==> src/rtl/clock_victim_pkg.sv <==
// Shared types for the clock victim selector.
package clock_victim_pkg;
    // Sweep controller state.
    typedef enum logic {
        SW_IDLE  = 1'b0,
        SW_SWEEP = 1'b1
    } sweep_state_t;
endpackage

==> src/rtl/clock_ref_bits.sv <==
// Reference-bit ring: one bit per frame.
// Assumes: at most one clear per cycle. Sets from access and load win over a
// clear aimed at the same frame on the same edge.
module clock_ref_bits #(
    parameter int NFRAMES = 8,
    parameter int IDXW    = $clog2(NFRAMES)
) (
    input  logic               clk,
    input  logic               rst_n,
    input  logic               set_a_en,
    input  logic [IDXW-1:0]    set_a_idx,
    input  logic               set_b_en,
    input  logic [IDXW-1:0]    set_b_idx,
    input  logic               clr_en,
    input  logic [IDXW-1:0]    clr_idx,
    output logic [NFRAMES-1:0] bits
);
    for (genvar i = 0; i < NFRAMES; i++) begin : g_frame
        logic hit_clr, hit_set;
        // Decode whether this frame is cleared or set this cycle.
        always_comb begin
            hit_clr = clr_en && (clr_idx == IDXW'(i));
            hit_set = (set_a_en && (set_a_idx == IDXW'(i))) ||
                      (set_b_en && (set_b_idx == IDXW'(i)));
        end
        // Hold the bit of this frame; set has priority over clear.
        always_ff @(posedge clk) begin
            if (!rst_n)
                bits[i] <= 1'b0;
            else if (hit_set)
                bits[i] <= 1'b1;
            else if (hit_clr)
                bits[i] <= 1'b0;
        end
    end
endmodule

==> src/rtl/clock_hand.sv <==
// Hand pointer: the trailing (examining) hand and a leading hand derived from
// it at a fixed distance. Assumes 1 <= HAND_GAP < NFRAMES.
module clock_hand #(
    parameter int NFRAMES  = 8,
    parameter int HAND_GAP = 3,
    parameter int IDXW     = $clog2(NFRAMES)
) (
    input  logic            clk,
    input  logic            rst_n,
    input  logic            adv,
    output logic [IDXW-1:0] hand,
    output logic [IDXW-1:0] lead
);
    localparam logic [IDXW:0]   GAP_W  = (IDXW+1)'(HAND_GAP);
    localparam logic [IDXW:0]   N_W    = (IDXW+1)'(NFRAMES);
    localparam logic [IDXW-1:0] LAST_W = IDXW'(NFRAMES - 1);

    logic [IDXW:0] lead_sum;

    // Advance the hand by one frame, wrapping at the end of the ring.
    always_ff @(posedge clk) begin
        if (!rst_n)
            hand <= '0;
        else if (adv)
            hand <= (hand == LAST_W) ? '0 : hand + 1'b1;
    end

    // Leading hand is the hand plus the gap, modulo the ring size.
    always_comb begin
        lead_sum = {1'b0, hand} + GAP_W;
        lead     = (lead_sum >= N_W) ? IDXW'(lead_sum - N_W) : lead_sum[IDXW-1:0];
    end
endmodule

==> src/rtl/clock_sweep_ctrl.sv <==
// Sweep controller: accepts fault requests, steps the hand one frame per
// cycle, directs the bit clears and reports the victim.
// Assumes mode inputs are held steady while a sweep runs.
module clock_sweep_ctrl
    import clock_victim_pkg::*;
#(
    parameter int NFRAMES = 8,
    parameter int IDXW    = $clog2(NFRAMES)
) (
    input  logic               clk,
    input  logic               rst_n,
    input  logic               fault_req,
    input  logic               acc_valid,
    input  logic               ref_clear_mode,
    input  logic               two_hand_mode,
    input  logic [NFRAMES-1:0] bits,
    input  logic [IDXW-1:0]    hand,
    input  logic [IDXW-1:0]    lead,
    output logic               clr_en,
    output logic [IDXW-1:0]    clr_idx,
    output logic               hand_adv,
    output logic               busy,
    output logic               victim_valid,
    output logic [IDXW-1:0]    victim_frame
);
    sweep_state_t state;
    logic         found;
    logic [IDXW-1:0] clear_hand;

    // Pick the clearing hand and decide clears and hand steps for this cycle.
    always_comb begin
        clear_hand = two_hand_mode ? lead : hand;
        found      = 1'b0;
        clr_en     = 1'b0;
        hand_adv   = 1'b0;
        clr_idx    = clear_hand;
        if (state == SW_SWEEP) begin
            clr_en   = 1'b1;
            hand_adv = 1'b1;
            found    = !bits[hand];
        end else if (!fault_req && ref_clear_mode && acc_valid) begin
            clr_en   = 1'b1;
            hand_adv = 1'b1;
        end
    end

    // Track sweep state and register the victim report.
    always_ff @(posedge clk) begin
        if (!rst_n) begin
            state        <= SW_IDLE;
            victim_valid <= 1'b0;
            victim_frame <= '0;
        end else begin
            victim_valid <= 1'b0;
            case (state)
                SW_IDLE: if (fault_req) state <= SW_SWEEP;
                SW_SWEEP: if (found) begin
                    state        <= SW_IDLE;
                    victim_valid <= 1'b1;
                    victim_frame <= hand;
                end
                default: state <= SW_IDLE;
            endcase
        end
    end

    assign busy = (state == SW_SWEEP);
endmodule

==> src/rtl/clock_victim_sel.sv <==
// Clock second-chance victim selector top. Joins the reference-bit ring,
// the hand pointer and the sweep controller.
// Assumes NFRAMES is a power of two so every index value names a frame.
module clock_victim_sel #(
    parameter int NFRAMES  = 8,
    parameter int HAND_GAP = 3,
    parameter int IDXW     = $clog2(NFRAMES)
) (
    input  logic            clk,
    input  logic            rst_n,
    input  logic            acc_valid,
    input  logic [IDXW-1:0] acc_frame,
    input  logic            load_valid,
    input  logic [IDXW-1:0] load_frame,
    input  logic            fault_req,
    input  logic            ref_clear_mode,
    input  logic            two_hand_mode,
    output logic            busy,
    output logic            victim_valid,
    output logic [IDXW-1:0] victim_frame
);
    logic [NFRAMES-1:0] ref_bits;
    logic [IDXW-1:0]    hand_q, lead_q, clr_idx;
    logic               clr_en, hand_adv;

    clock_ref_bits #(.NFRAMES(NFRAMES), .IDXW(IDXW)) u_bits (
        .clk(clk), .rst_n(rst_n),
        .set_a_en(acc_valid), .set_a_idx(acc_frame),
        .set_b_en(load_valid), .set_b_idx(load_frame),
        .clr_en(clr_en), .clr_idx(clr_idx),
        .bits(ref_bits)
    );

    clock_hand #(.NFRAMES(NFRAMES), .HAND_GAP(HAND_GAP), .IDXW(IDXW)) u_hand (
        .clk(clk), .rst_n(rst_n), .adv(hand_adv),
        .hand(hand_q), .lead(lead_q)
    );

    clock_sweep_ctrl #(.NFRAMES(NFRAMES), .IDXW(IDXW)) u_ctrl (
        .clk(clk), .rst_n(rst_n),
        .fault_req(fault_req), .acc_valid(acc_valid),
        .ref_clear_mode(ref_clear_mode), .two_hand_mode(two_hand_mode),
        .bits(ref_bits), .hand(hand_q), .lead(lead_q),
        .clr_en(clr_en), .clr_idx(clr_idx), .hand_adv(hand_adv),
        .busy(busy), .victim_valid(victim_valid), .victim_frame(victim_frame)
    );
endmodule

==> config.mk <==
export PLATFORM = sky130hd
export DESIGN_NAME = clock_victim_sel
export DESIGN_NICKNAME = d
export VERILOG_FILES = /design/src/rtl/clock_victim_pkg.sv /design/src/rtl/clock_ref_bits.sv /design/src/rtl/clock_hand.sv /design/src/rtl/clock_sweep_ctrl.sv /design/src/rtl/clock_victim_sel.sv
export SDC_FILE = /design/constraint.sdc
export NUM_CORES = 1
export LEC_CHECK = 0
export CAP_MARGIN = 20
export CORE_MARGIN = 5
export CORE_UTILIZATION = 50
export CTS_CLUSTER_DIAMETER = 80
export DETAILED_ROUTE_END_ITERATION = 7
export GPL_TIMING_DRIVEN = 0
export PLACE_DENSITY = 0.77
export SLEW_MARGIN = 20
export SYNTH_ARGS = -nofsm -noshare
export SYNTH_HDL_FRONTEND = slang
export SYNTH_SLANG_ARGS = --single-unit
==> constraint.sdc <==
create_clock -name clk -period 2.1 [get_ports clk]
set_input_delay 0.21 -clock clk [delete_from_list [all_inputs] [get_ports clk]]
set_output_delay 0.21 -clock clk [all_outputs]
set_load 0.02 [all_outputs]
==> Word-level counts from Yosys, hierarchy flattened <==
Index checks and enable logic that the tools add are counted.
{ "totals": {"register_bits": 16, "out_inout_bits": 5, "wordCells": 117, "in_bits": 13} }
{ "op_classes": {"n_eq_ne": 22, "n_bitwise": 1, "add_sub_neg": 3, "n_mux": 28, "reduce_logical": 49, "n_lt_le_gt_ge": 2} }
{ "ops": {"columns": ["operator", "n"], "rows": [
  ["equality test 3 bit (second input constant)", 13],
  ["logical AND 1 bit", 26],
  ["two-way mux 1 bit", 23],
  ["equality test 3 x 2 -> 1 bit (second input constant)", 6],
  ["nonzero test 2 bit", 8],
  ["equality test 3 x 1 -> 1 bit (second input constant)", 3],
  ["zero test 3 bit", 3],
  ["two-way mux 3 bit", 3],
  ["logical OR 1 bit", 8],
  ["adder 3 x 2 -> 4 bit (second input constant)", 1],
  ["greater-or-equal comparator 4 bit (second input constant)", 1],
  ["less-than comparator 3 x 4 -> 1 bit (second input constant)", 1],
  ["AND reduction 2 bit", 2],
  ["adder 3 x 1 -> 3 bit (second input constant)", 1],
  ["binary-select mux 1 bit (select 3 bit)", 1],
  ["subtractor 3 x 1 -> 3 bit (second input constant)", 1],
  ["zero test 1 bit", 2],
  ["case mux 1 bit (2 select lines)", 1],
  ["NOT 1 bit", 1]
]} }

==> Logic depth before layout (Yosys ltp) <==
{ "logic_depth": {"ltp_word": 8, "ltp_mapped": 7, "mapped_depth_nobuf": 6} }

==> By module <==
A second synthesis with hierarchy kept.
{ "hier_totals": {"hier_cells": 103, "hier_area_um2": 940.9} }
{ "by_module_without_submodules": {"columns": ["module", "cells_each", "area_per_inst_um2", "n_inst", "seq_area_each_um2"], "rows": [
  ["clock_ref_bits", 49, 407.9, 1, 160.2],
  ["clock_sweep_ctrl", 36, 352.8, 1, 100.1],
  ["clock_hand", 18, 180.2, 1, 60.1]
]} }

==> Least setup slack after synthesis <==
OpenSTA, ideal clock, no wires.
{ "synth_path": {"path_kind": "reg2reg", "startpoint": "reg u_hand.hand[1]", "endpoint": "reg u_bits.bits[5]", "stages_incl_launch_ff": 8, "required_ns": 1.967, "synth_period_minus_slack_ns": 1.533, "arrival_ns": 1.400, "n_path_buf": 1, "setup_ns": 0.133, "setup_slack_ns": 0.567, "cell_sequence": "dfxtp_1 -> buf_6 -> inv_1 -> ha_1 -> nand2b_1 -> xor2_1 -> o31ai_1 -> a31oi_1"} }
{ "synth_via": {"elab_chain_len": 7, "word_cells_on_any_way": 8, "classes_between": "2 x add/sub; 1 x order compare; 1 x eq/ne; 2 x mux; 2 x reduce/logical"} }
{ "synth_lines": {"columns": ["element", "line", "source"], "rows": [
  ["start: declaration", "clock_hand.sv:11", "output logic [IDXW-1:0] hand,"],
  ["start signal: assignment", "clock_hand.sv:25", "hand <= (hand == LAST_W) ? '0 : hand + 1'b1;"],
  ["adder 3 x 2 -> 4 bit", "clock_hand.sv:30", "lead_sum = {1'b0, hand} + GAP_W;"],
  ["greater-or-equal comparator 4 bit / subtractor 3 x 1 -> 3 bit (equally long branches)", "clock_hand.sv:31", "lead = (lead_sum >= N_W) ? IDXW'(lead_sum - N_W) : lead_sum[IDXW-1:0];"],
  ["two-way mux 3 bit", "clock_hand.sv:31", null],
  ["two-way mux 3 bit (*)", "clock_sweep_ctrl.sv:32", "clear_hand = two_hand_mode ? lead : hand;"],
  ["equality test 3 bit (*)", "clock_ref_bits.sv:22", "hit_clr = clr_en && (clr_idx == IDXW'(i));"],
  ["logical AND 1 bit (*)", "clock_ref_bits.sv:22", null],
  ["nonzero test 2 bit (no line) (*)", null, null],
  ["end signal: indexed assignment", "clock_ref_bits.sv:29", "bits[i] <= 1'b0;"],
  ["end signal: indexed assignment", "clock_ref_bits.sv:31", "bits[i] <= 1'b1;"],
  ["end signal: indexed assignment", "clock_ref_bits.sv:33", "bits[i] <= 1'b0;"],
  ["end: declaration", "clock_ref_bits.sv:16", "output logic [NFRAMES-1:0] bits"]
]} }
Every way passes the cells marked *; elsewhere a longest branch is shown, timed or not.
A chain may end at the register's enable or synchronous reset.

==> Final worst setup path <==
{ "layout_path": {"startpoint": "reg u_hand.hand[1]", "endpoint": "reg u_bits.bits[1]"} }
{ "layout_via": {"elab_chain_len": 7, "word_cells_on_any_way": 8, "classes_between": "2 x add/sub; 1 x order compare; 1 x eq/ne; 2 x mux; 2 x reduce/logical"} }
{ "layout_lines": {"columns": ["element", "line"], "rows": [
  ["adder 3 x 2 -> 4 bit", "clock_hand.sv:30"],
  ["greater-or-equal comparator 4 bit / subtractor 3 x 1 -> 3 bit (equally long branches)", "clock_hand.sv:31"],
  ["two-way mux 3 bit", "clock_hand.sv:31"],
  ["two-way mux 3 bit (*)", "clock_sweep_ctrl.sv:32"],
  ["equality test 3 x 1 -> 1 bit (*)", "clock_ref_bits.sv:22"],
  ["logical AND 1 bit (*)", "clock_ref_bits.sv:22"],
  ["nonzero test 2 bit (no line) (*)", null]
]} }
Marks and branches as above.

==> flow_metrics.env <==
export IMPL_status="complete, no violations"
export IMPL_clockBufferDepth=2
export IMPL_drc=0
export IMPL_yosys_warnings=0
export IMPL_crit_required_ps=2270
export IMPL_crit_path_end_kind="flop"
export IMPL_start_util=0.5390
export IMPL_ir_drop_mv=0.3702
export IMPL_powerDensity_nw_per_um2=597.1
export IMPL_grt_pass1_vias=829
export IMPL_synth_ff_type="dfxtp_1"
export IMPL_gp_routability_congestion=0.8636
export IMPL_drt_first_pass_iters=5
export IMPL_fill_cells=165
export IMPL_start_kind="flop"
export IMPL_tns_ps=0
export IMPL_rows=15
export IMPL_crit_type="reg -> reg"
export IMPL_max_stage_delay_ps=440
export IMPL_vias_per_cell=5.776
export IMPL_netlist_top_cells_count="16 x dfxtp_1, 10 x a31oi_1, 8 x mux2i_1"
export IMPL_top_layer="met4"
export IMPL_synth_async_reset_ratio=0
export IMPL_synth_most_common_cell="dfxtp_1"
export IMPL_antenna_found_initial=0
export IMPL_layout_drive_gt1_share=0.07087
export IMPL_dpl_hpwl_um=1643
export IMPL_ys_ff_latch=16
export IMPL_fp_dieW_um=53.61
export IMPL_p_comb_frac=0.231
export IMPL_synth_largest_area_cell="dfxtp_1"
export IMPL_crit_fanout=10
export IMPL_synthDistinctLibCells=32
export IMPL_cts_sinks=16
export IMPL_ios=18
export IMPL_port_buffers=16
export IMPL_cts_root_buffer="clkbuf_4"
export IMPL_p_leak_nw=0.4156
export IMPL_cts_resized=0
export IMPL_clkLatencyLatePin_ps=290
export IMPL_syn_nets=123
export IMPL_dp_slack_ps=183.4
export IMPL_wl_met3_um=95
export IMPL_final_antenna_net_count=0
export IMPL_antenna_cells=0
export IMPL_finalClockSkew_ps=1.329
export IMPL_multiInputGateArea_um2=585.6
export IMPL_hold_viol_final=0
export IMPL_p_int_mw=0.5040
export IMPL_rsz0062_at_grt="no"
export IMPL_core_area_um2=1764
export IMPL_crit_buf_inv=2
export IMPL_cp_cell_sequence="buf_6 > inv_1 > ha_1 > nand2b_1 > xnor2_1 > o31ai_1 > a31oi_1"
export IMPL_area_growth_pct=23.95
export IMPL_wl_per_cell_um=13.42
export IMPL_fin_crit_sh=0.8337
export IMPL_max_slew_margin=0.7063
export IMPL_hold_path_class="reg -> reg"
export IMPL_final_max_slew_viol_count=0
export IMPL_synth_top_area_frac=0.3368
export IMPL_grt_usage=0.1596
export IMPL_grt_overflow_total=0
export IMPL_wl_met1_um=901
export IMPL_setup_slack_ps=349.1
export IMPL_cpMaxStageDelayCell="dfxtp_1"
export IMPL_register_area_um2=320.3
export IMPL_pwr_share_seq=0.474
export IMPL_path_clk_slew_ps=90
export IMPL_max_clock_freq_mhz=571.1
export IMPL_fp_dieArea_um2=2874
export IMPL_nets=144
export IMPL_htree_levels=1
export IMPL_synth_edf_count=0
export IMPL_grt_start_max_net_pins=11
export IMPL_vias=878
export IMPL_synth_avg_cell_area_um2=8.887
export IMPL_tritoncts="yes"
export IMPL_ys_top_cells_by_area="dfxtp_1 34%, mux2i_1 8.4%, a31oi_1 6.6%"
export IMPL_post_cts_buffers=0
export IMPL_drv_cap=0
export IMPL_grt_pass1_wl_um=3305
export IMPL_p_clk_frac=0.295
export IMPL_cts_hold_buffers_added=0
export IMPL_wl_um=2040
export IMPL_cts_buffers=3
export IMPL_worstPathArrival_ps=1920
export IMPL_synth_seq_area_share=0.3368
export IMPL_routed_wl_met2_um=992
export IMPL_p_sw_frac=0.2838
export IMPL_worst_pin_slew_ps=440.6
export IMPL_switchingPower_mw=0.1997
export IMPL_period_needed_ps=1751
export IMPL_synth_cells=107
export IMPL_finalSetupViolCount=0
export IMPL_die_h_um=53.61
export IMPL_synthesis_area_um2=950.9
export IMPL_critPathTopFamily="flip-flops"
export IMPL_drt_iter0_markers=17
routing by layer:
layer	track usage	vias up
li1	-	447
met1	0.1749	402
met2	0.2959	24
met3	0.008310	5
met4	0.1021	0
met5	0	-
kinds of logic (layout without fill, tap and decap cells):
group           count (synthesis)  in the layout  share of synthesized area
fa+ha+maj                       3              3                    0.03948
buf+inv                        10             30                    0.04737
xor+xnor                        2              2                    0.01842
flops                          16             16                     0.3368
simple gates                   39             39                     0.2474
mux                            10             10                     0.1355
compound gates                 27             27                     0.1750
placed cells by master, fill, tap and decap left out:
cell type	synthesis	routed
a21oi_1	4	4
a22oi_1	1	1
a31oi_1	10	10
and2_4	1	1
and3_1	1	1
and3_2	1	1
and3b_1	1	1
and3b_2	1	1
buf_6	1	1
clkbuf_1	4	4
clkbuf_4	0	3
clkbuf_8	0	1
clkdlybuf4s50_1	0	16
dfxtp_1	16	16
ha_1	3	3
inv_1	5	5
mux2i_1	8	8
mux4_1	1	1
mux4_2	1	1
nand2_1	6	6
nand2b_1	1	1
nand3_1	4	4
nand3b_1	4	4
nand4_1	2	2
nand4b_1	4	4
nor2_1	6	6
nor2b_1	2	2
nor3_1	1	1
nor3b_1	2	2
o21ai_0	5	5
o22ai_1	1	1
o31ai_1	6	6
or3_1	2	2
xnor2_1	1	1
xor2_1	1	1
worst min-delay path: stages (launching register included):
cell	delay, ps
dfxtp_1	320
nand2_1	50
mux2i_1	50
state kept, by name, summed over array words and instances (netlist names):
name / cells
u_bits.bits: 8
u_ctrl.victim_frame: 3
u_ctrl.victim_valid: 1
u_ctrl.busy: 1
u_hand.hand: 3
area by class of cell:
cell class / instances / share of cell area
Sequential cell: 16 / 0.2718
Timing Repair Buffer: 16 / 0.1359
Multi-Input combinational cell: 81 / 0.4968
Buffer: 5 / 0.02229
Inverter: 5 / 0.01592
Clock buffer: 4 / 0.03079
Tap cell: 25 / 0.02654
worst paths after layout:
path / from / endpoint / slack, ps / depth (start not counted)
max: u_hand.hand[1] / u_bits.bits[1] / 350 / 7
min: u_ctrl.victim_frame[0] / u_ctrl.victim_frame[0] / 470 / 2
max reg2reg: u_hand.hand[1] / u_bits.bits[1] / 350 / 7
min reg2reg: u_ctrl.victim_frame[0] / u_ctrl.victim_frame[0] / 470 / 2
per-stage QoR:
| step | instance area [um2] | std cells | power [mW] | hold WS (ps) | utilization |
|---|---|---|---|---|---|
| after CTS | 1179 | 152 | 0.7083 | 471.5 | 0.6681 |
| after global placement | 1142 | 148 | 0.4987 | 443.1 | 0.6475 |
| after global routing | 1179 | 152 | 0.7397 | 486.4 | 0.6681 |
| after floorplan | 950.9 | 107 | 0.4405 | 345.7 | - |
| final | 1179 | 152 | 0.7037 | 466.3 | 0.6681 |
| after detailed placement | 1142 | 148 | 0.5034 | 458.1 | 0.6475 |
power groups by stage:
stage	Clock [mW]	Sequential [mW]	Combinational [mW]
2_1_floorplan	0	0.343	0.0979
3_5_place_dp	0	0.341	0.163
4_1_cts	0.211	0.334	0.164
3_3_place_gp	0	0.340	0.159
6_report	0.207	0.334	0.163
5_1_grt	0.225	0.336	0.179
Note: power is estimated with default switching activity, not from simulation.
